==> config.mk <==
export PLATFORM = sky130hd
export DESIGN_NAME = mcfg_rx
export DESIGN_NICKNAME = d
export VERILOG_FILES = /design/src/rtl/mcfg_pkg.sv /design/src/rtl/mcfg_sync.sv /design/src/rtl/mcfg_quiet_timer.sv /design/src/rtl/mcfg_decoder.sv /design/src/rtl/mcfg_rx.sv
export SDC_FILE = /design/constraint.sdc
export NUM_CORES = 1
export LEC_CHECK = 0
export BUFFER_PORTS_ARGS = -buffer_cell sky130_fd_sc_hd__buf_2
export CORE_ASPECT_RATIO = 0.6
export CORE_UTILIZATION = 45
export DETAILED_ROUTE_END_ITERATION = 12
export PLACE_DENSITY = 0.67
export SLEW_MARGIN = 40
export SYNTH_ARGS = -nofsm -noshare
export SYNTH_HDL_FRONTEND = slang
export SYNTH_SLANG_ARGS = --single-unit
==> constraint.sdc <==
create_clock -name clk -period 1.58 [get_ports clk]
set_input_delay 0.237 -clock clk [delete_from_list [all_inputs] [get_ports clk]]
set_output_delay 0.237 -clock clk [all_outputs]
set_load 0.01 [all_outputs]
==> src/rtl/mcfg_pkg.sv <==
package mcfg_pkg;

    typedef enum logic [1:0] {
        ST_IDLE = 2'd0,
        ST_HALF = 2'd1,
        ST_WAIT = 2'd2
    } rx_state_t;

endpackage

==> src/rtl/mcfg_sync.sv <==
module mcfg_sync #(
    parameter int W      = 2,
    parameter int STAGES = 2
) (
    input  logic         clk,
    input  logic         rst_n,
    input  logic [W-1:0] d_in,
    output logic [W-1:0] d_out
);

    logic [W-1:0] chain [STAGES];

    genvar s;
    generate
        for (s = 0; s < STAGES; s++) begin : g_stage
            if (s == 0) begin : g_first
                always_ff @(posedge clk or negedge rst_n) begin
                    if (!rst_n) chain[s] <= '0;
                    else        chain[s] <= d_in;
                end
            end else begin : g_next
                always_ff @(posedge clk or negedge rst_n) begin
                    if (!rst_n) chain[s] <= '0;
                    else        chain[s] <= chain[s-1];
                end
            end
        end
    endgenerate

    assign d_out = chain[STAGES-1];

endmodule

==> src/rtl/mcfg_quiet_timer.sv <==
module mcfg_quiet_timer #(
    parameter int LIMIT = 64
) (
    input  logic clk,
    input  logic rst_n,
    input  logic run,
    input  logic clear,
    output logic expired
);

    localparam int CW = $clog2(LIMIT + 1);
    localparam logic [CW-1:0] LIM = CW'(LIMIT);

    logic [CW-1:0] cnt;

    assign expired = run && !clear && (cnt == LIM);

    always_ff @(posedge clk or negedge rst_n) begin
        if (!rst_n)                 cnt <= '0;
        else if (!run || clear)     cnt <= '0;
        else if (cnt != LIM)        cnt <= cnt + CW'(1);
    end

endmodule

==> src/rtl/mcfg_decoder.sv <==
module mcfg_decoder
    import mcfg_pkg::*;
#(
    parameter int WORD_W = 21,
    parameter int ADDR_W = 3,
    localparam int DATA_W = WORD_W - ADDR_W,
    localparam int BW     = $clog2(WORD_W)
) (
    input  logic              clk,
    input  logic              rst_n,
    input  logic              rise,
    input  logic              dat,
    input  logic              timeout,
    output rx_state_t         st,
    output logic [BW-1:0]     bit_cnt,
    output logic              half0,
    output logic              wr_stb,
    output logic [ADDR_W-1:0] wr_addr,
    output logic [DATA_W-1:0] wr_data
);

    localparam logic [BW-1:0] LAST = BW'(WORD_W - 1);

    rx_state_t        st_nx;
    logic [WORD_W-1:0] shreg;
    logic             pair_ok;
    logic             is_last;
    logic             commit;
    logic [WORD_W-1:0] word_full;

    assign pair_ok   = (half0 != dat);
    assign is_last   = (bit_cnt == LAST);
    assign commit    = (st == ST_HALF) && rise && pair_ok && is_last;
    assign word_full = {half0, shreg[WORD_W-1:1]};

    // state register
    always_ff @(posedge clk or negedge rst_n) begin
        if (!rst_n) st <= ST_IDLE;
        else        st <= st_nx;
    end

    // next-state decode
    always_comb begin
        st_nx = st;
        unique case (st)
            ST_IDLE: begin
                if (rise) st_nx = ST_HALF;
            end
            ST_HALF: begin
                if (rise) begin
                    if (!pair_ok)     st_nx = ST_IDLE;
                    else if (is_last) st_nx = ST_IDLE;
                    else              st_nx = ST_WAIT;
                end else if (timeout) begin
                    st_nx = ST_IDLE;
                end
            end
            ST_WAIT: begin
                if (rise)         st_nx = ST_HALF;
                else if (timeout) st_nx = ST_IDLE;
            end
            default: st_nx = ST_IDLE;
        endcase
    end

    // half-bit capture, shift register and bit counter
    always_ff @(posedge clk or negedge rst_n) begin
        if (!rst_n) begin
            half0   <= 1'b0;
            shreg   <= '0;
            bit_cnt <= '0;
        end else begin
            unique case (st)
                ST_IDLE: begin
                    bit_cnt <= '0;
                    if (rise) half0 <= dat;
                end
                ST_WAIT: begin
                    if (rise)         half0   <= dat;
                    else if (timeout) bit_cnt <= '0;
                end
                ST_HALF: begin
                    if (rise) begin
                        if (pair_ok && !is_last) begin
                            shreg   <= word_full;
                            bit_cnt <= bit_cnt + BW'(1);
                        end else begin
                            bit_cnt <= '0;
                        end
                    end else if (timeout) begin
                        bit_cnt <= '0;
                    end
                end
                default: bit_cnt <= '0;
            endcase
        end
    end

    // outputs
    always_ff @(posedge clk or negedge rst_n) begin
        if (!rst_n) begin
            wr_stb  <= 1'b0;
            wr_addr <= '0;
            wr_data <= '0;
        end else begin
            wr_stb <= commit;
            if (commit) begin
                wr_addr <= word_full[WORD_W-1:DATA_W];
                wr_data <= word_full[DATA_W-1:0];
            end
        end
    end

endmodule

==> src/rtl/mcfg_rx.sv <==
module mcfg_rx
    import mcfg_pkg::*;
#(
    parameter int WORD_W      = 21,
    parameter int ADDR_W      = 3,
    parameter int SYNC_STAGES = 2,
    parameter int TIMEOUT_CYC = 64,
    localparam int DATA_W = WORD_W - ADDR_W,
    localparam int BW     = $clog2(WORD_W)
) (
    input  logic              clk,
    input  logic              rst_n,
    input  logic              ser_clk,
    input  logic              ser_dat,
    output logic              wr_stb,
    output logic [ADDR_W-1:0] wr_addr,
    output logic [DATA_W-1:0] wr_data
);

    logic [1:0]    synced;
    logic          s_clk;
    logic          s_dat;
    logic          s_clk_d;
    logic          ser_rise;
    logic          timeout;
    rx_state_t     st;
    logic [BW-1:0] bit_cnt;
    logic          half0;

    mcfg_sync #(.W(2), .STAGES(SYNC_STAGES)) u_sync (
        .clk   (clk),
        .rst_n (rst_n),
        .d_in  ({ser_clk, ser_dat}),
        .d_out (synced)
    );

    assign s_clk = synced[1];
    assign s_dat = synced[0];

    always_ff @(posedge clk or negedge rst_n) begin
        if (!rst_n) s_clk_d <= 1'b0;
        else        s_clk_d <= s_clk;
    end

    assign ser_rise = s_clk && !s_clk_d;

    mcfg_quiet_timer #(.LIMIT(TIMEOUT_CYC)) u_timer (
        .clk     (clk),
        .rst_n   (rst_n),
        .run     (st != ST_IDLE),
        .clear   (ser_rise),
        .expired (timeout)
    );

    mcfg_decoder #(.WORD_W(WORD_W), .ADDR_W(ADDR_W)) u_dec (
        .clk     (clk),
        .rst_n   (rst_n),
        .rise    (ser_rise),
        .dat     (s_dat),
        .timeout (timeout),
        .st      (st),
        .bit_cnt (bit_cnt),
        .half0   (half0),
        .wr_stb  (wr_stb),
        .wr_addr (wr_addr),
        .wr_data (wr_data)
    );

endmodule

### Word-level counts from Yosys, hierarchy flattened

Index checks and enable logic that the tools add are counted.

* bits of input ports: 4
* register bits after elaboration: 63
* logic and storage cells: 53
* output and inout bits: 22

* eq/ne operators: 8
* $add $sub $neg: 2
* reduce and logical (&&, ||, !) cells: 18
* muxes and demuxes: 14

Operator list (number)
* two-way mux 5 bit: 4
* two-way mux 7 bit: 2
* two-way mux 2 bit: 6
* case mux 5 bit (2 select lines): 1
* adder 7 x 1 -> 7 bit (second input constant): 1
* equality test 7 bit (second input constant): 1
* logical AND 1 bit: 7
* inequality test 7 bit (second input constant): 1
* case mux 2 bit (3 select lines): 1
* adder 5 x 1 -> 5 bit (second input constant): 1
* equality test 5 bit (second input constant): 1
* logical NOT 1 bit: 4
* nonzero test 2 bit: 2
* AND reduction 3 bit: 1
* equality test 2 x 1 -> 1 bit (second input constant): 1
* equality test 2 bit (second input constant): 1
* logical NOT 2 bit: 1
* inequality test 2 x 1 -> 1 bit (second input constant): 1
* inequality test 2 bit (second input constant): 1
* AND reduction 2 bit: 1
* OR reduction 2 bit: 1
* logical OR 1 bit: 1
* inequality test 1 bit: 1

### Depth between registers and ports, before layout

* depth in word-level cells: 8
* depth in mapped cells: 8
* gate-level depth less buffers: 6

### By module

A second synthesis with hierarchy kept.

* cells, all modules: 197
* area, all modules: 2765.2 um2

By module, submodules not included
* mcfg_decoder: instances 1, sequential area each 1251.2 um2, area an instance 2224.6 um2, cells an instance 145
* mcfg_quiet_timer: instances 1, sequential area each 175.2 um2, area an instance 387.9 um2, cells an instance 43
* mcfg_sync: instances 1, sequential area each 100.1 um2, area an instance 115.1 um2, cells an instance 6
* mcfg_rx: instances 1, sequential area each 25.0 um2, area an instance 37.5 um2, cells an instance 3

### Least setup slack after synthesis

No wires, ideal clock.

* path kind: register -> register
* start: register u_timer.cnt[0]
* end: register u_dec.bit_cnt[2]
* cell stages (with the launch flop): 7
* required time: 1.460 ns
* buffers on the path: 0
* setup slack: -0.131 ns
* library setup time: 0.120 ns
* arrival: 1.592 ns
* clock period less this slack: 1.711 ns
* cells stage by stage: dfrtp_1 inv_1 ha_1 or4b_4 nor4_4 o32ai_1 a31o_1

* word-level cells in the longest chain between the ends: 5
* elaborated cells on any way between the ends: 6
* those cells by class: 1 x eq/ne; 4 x mux; 1 x reduce/logical

Ends and longest elaborated chain
* start, declared: RTL line mcfg_quiet_timer.sv:14 `logic [CW-1:0] cnt;`
* start signal, assigned: RTL line mcfg_quiet_timer.sv:21 `else if (cnt != LIM) cnt <= cnt + CW'(1);`
* equality test 7 bit (*): RTL line mcfg_quiet_timer.sv:16 `assign expired = run && !clear && (cnt == LIM);`
* logical AND 1 bit (*): RTL line mcfg_quiet_timer.sv:16
* two-way mux 5 bit (*)
* two-way mux 5 bit, on equally long branches
* case mux 5 bit (2 select lines) (*)
* end signal, assigned: RTL line mcfg_decoder.sv:86 `bit_cnt <= bit_cnt + BW'(1);`
* end, declared: RTL line mcfg_decoder.sv:15 `output logic [BW-1:0] bit_cnt,`

Mark *: on every way between the ends. The rest lies on a longest branch, timed or not. The select of a mux whose other input is x is not followed.
A chain may end at the register's enable or synchronous reset.

### Worst setup path after layout

* start: register u_timer.cnt[0]
* end: register u_dec.bit_cnt[3]

Same word-level chain as after synthesis.

==> flow_summary.ini <==
[outcome]
status = finished, violations left
violations = negative setup slack

[sta]
fmaxAchievable_mhz = 533
whs_ns = 0.349
setup_viol = 51
worst_pin_slew_ns = 0.421
tns_ns = -6.43
max_slew_margin = 0.715
rsz0062_at_grt = yes
fin_worst_skew_ns = 0.00875
fin_crit_sh = 1.19
finalHoldViolCount = 0
period_needed_ns = 1.88
final_max_slew_viol_count = 0
fin_ws_ns = -0.295

[floorplan]
fp.dieH_um = 61.5
die_w_um = 101
dieArea_mm2 = 0.00622
initial_utilization = 0.472
core-area_mm2 = 0.00562
pin_count = 26
rows = 21

[pwr]
p_sw_mw = 1.24
clkPwrFrac = 0.319
p_leak_nw = 1.83
seqPwrFrac = 0.430
powerDensity_mw_per_mm2 = 1170
pwr-share-comb = 0.251
switching_share = 0.292
intPower_mw = 3.00
ir_worst_vdd_mv = 0.537
finalPower_mw = 4.23

[setup_path]
arrival_ns = 2.09
slowest_delay_ns = 0.50
regToRegSetupSlack_ns = -0.30
cpLargestDelayFamily = simple AND/OR/NAND/NOR gates
critPathKind = reg -> reg
worstSetupEndpointType = flip-flop
cpMaxStageDelayCell = or4b_4
r2r-start = u_timer.cnt[0]$_DFFE_PN0N_
r2r_end = u_dec.bit_cnt[3]$_DFFE_PN0P_
cp-start-kind = flip-flop
crit_buf_inv = 1
path_cells = inv_1 -> ha_1 -> or4b_4 -> nor4_4 -> o22ai_1 -> a31o_1
ff2ff_path_depth = 6
crit_required_ns = 1.80
crit_fanout = 4

[synthesis]
yosysSeqAreaShare = 0.585
synth_top_area_share = 0.585
yosysWarnings = 0
synthTopCellsByArea = dfrtp_1, mux2_2, ha_1
synth_cell_type_count = 35
syn_area_mm2 = 0.00265
yosys.area_share.adder = 0.0377
syn_inst = 196
synth_top_area_cell = dfrtp_1
synth_simple_gate_area_frac = 0.0981
ys_ff_latch = 62
synthMuxAreaShare = 0.178
netlist_top_cells_count = dfrtp_1, mux2_2, nand3_1, nor2_1, ha_1
async_reset_ff_frac = 1.00
yosys_most_used_dff = dfrtp_1
synth_fp_nets = 208
synth_most_common_cell = dfrtp_1
synth_top_family_by_area = multiplexers
synth_edf_count = 0
synth_compound_area_frac = 0.0552
syn_area_per_cell_um2 = 13.5
synth-xor-area-share = 0.0198

[global_routing]
overflow = 0
grt_pass1_wl_mm = 8.12
grt_max_degree = 63
grt_antenna_before_repair = 0
grt_pass1_vias = 1574
track_usage = 0.185

[min_path]
hold_start = u_sync.chain[2]$_DFF_PN0_
hp-class = reg -> reg
min_to = u_sync.d_out[0]$_DFF_PN0_
hold-path-cell-count = 0

[clock_network]
clk_latency_ns = 0.33
cts_num_sinks = 62
numCtsBuffers = 9
htreeDepth = 3
clock-root-buffer = clkbuf_8
cts_buffer_depth = 2
path_clk_slew_ns = 0.07
cts_tree = done

[route]
wire_per_inst_um = 17.6
vias = 1789
first_iter_violations = 134
totalWireLength_mm = 6.08
ant_nets = 0
drc = 0
dr.pass1.iters = 4
avgViaCountPerCell = 5.19

[run]
cap_viol_max_count = 0

[place]
place_inst = 317
place_area_mm2 = 0.00304
gp_congestion = 0.790
dp_hpwl_mm = 3.19
portBuffers = 25

[finish]
area_growth_pct = 36.0
nets = 273
finalNonFillerCells = 345
diodes = 0
drive_gt1_frac = 0.487
fin_area_mm2 = 0.00361
routing by layer:
layer | track usage | up-vias | wire (µm)
li1 | - | 825 | -
met1 | 0.273 | 907 | 3110
met2 | 0.249 | 49 | 2650
met3 | 0.0602 | 8 | 251
met4 | 0.0787 | 0 | 73
met5 | 0 | - | 0
layout make-up:
| type | instances | area, µm² |
|---|---|---|
| repair buffers | 62 | 504 |
| fillers | 428 | 2010 |
| well taps | 80 | 100 |
| clock buffers | 11 | 141 |
| clock inverters | 4 | 47.5 |
| flip-flops and latches | 62 | 1550 |
| multi-input cells | 120 | 1240 |
| inverters | 6 | 22.5 |
worst max path at each step:
stage / to / slack (ns) / cells past startpoint / startpoint
finish: u_dec.bit_cnt[3]$_DFFE_PN0P_ / -0.30 / 6 / u_timer.cnt[0]$_DFFE_PN0N_
global route: u_dec.bit_cnt[2]$_DFFE_PN0P_ / -0.38 / 6 / u_timer.cnt[0]$_DFFE_PN0N_
CTS: u_dec.bit_cnt[2]$_DFFE_PN0P_ / -0.25 / 6 / u_timer.cnt[0]$_DFFE_PN0N_
detailed placement: u_dec.bit_cnt[2]$_DFFE_PN0P_ / -0.23 / 6 / u_timer.cnt[1]$_DFFE_PN0N_
global placement: u_dec.bit_cnt[2]$_DFFE_PN0P_ / -0.15 / 6 / u_timer.cnt[1]$_DFFE_PN0N_
floorplan: u_dec.bit_cnt[2]$_DFFE_PN0P_ / -0.13 / 6 / u_timer.cnt[0]$_DFFE_PN0N_
flip-flops by register name (all words and copies together) (netlist names):
register,flops
u_dec.st,2
u_dec.wr_stb,1
u_sync.d_out,2
s_clk_d,1
u_timer.cnt,7
u_dec.half0,1
u_sync.chain,2
u_dec.bit_cnt,5
u_dec.shreg,20
u_dec.wr_data,18
u_dec.wr_addr,3
cells in the final DEF, fill, tap and decap left out, types with 2 or more instances in the layout:
cell,count
dfrtp_1,62
mux2_4,41
buf_2,25
buf_4,24
nand3_1,10
clkbuf_8,10
nor2_1,9
nand2b_1,6
xor2_1,5
ha_1,5
inv_2,4
a21oi_1,4
nand2_1,3
and3_1,3
a31o_1,3
nand3b_1,3
dlygate4sd3_1,3
buf_8,3
buf_6,3
inv_1,2
o32ai_1,2
o22ai_1,2
o41ai_1,2
ha_4,2
clkinv_2,2
clkbuf_16,2
buf_12,2
power groups by stage:
stage	Sequential, mW	Clock (mW)	Combinational (mW)
4_1_cts	1.80	1.37	0.960
2_1_floorplan	1.81	0	0.518
3_5_place_dp	1.82	0	0.823
5_1_grt	1.83	1.45	1.13
6_report	1.82	1.35	1.06
3_3_place_gp	1.81	0	0.799
timing repair:
action	CTS	global route
pin swaps	4	2
setup buffers	6	3
endpoints found under the setup margin	43	52
cloned	2	2
hold buffers	3	0
gates resized for setup	27	43
hold endpoints to repair	64	0
through the flow:
stage	utilization	setup slack [ns]
after floorplan	-	-0.131
after global placement	0.540	-0.152
after detailed placement	0.540	-0.234
after CTS	0.615	-0.252
after global routing	0.642	-0.376
final	0.642	-0.295
kinds of logic after synthesis:
family / count (synthesis)
buffers and inverters: 14
flip-flops: 62
XOR/XNOR: 6
AND/OR/NAND/NOR: 44
multiplexers: 42
AO/OA/AOI/OAI: 20
adder cells (fa/ha/maj): 8
Note: power is estimated with default switching activity, not from simulation.
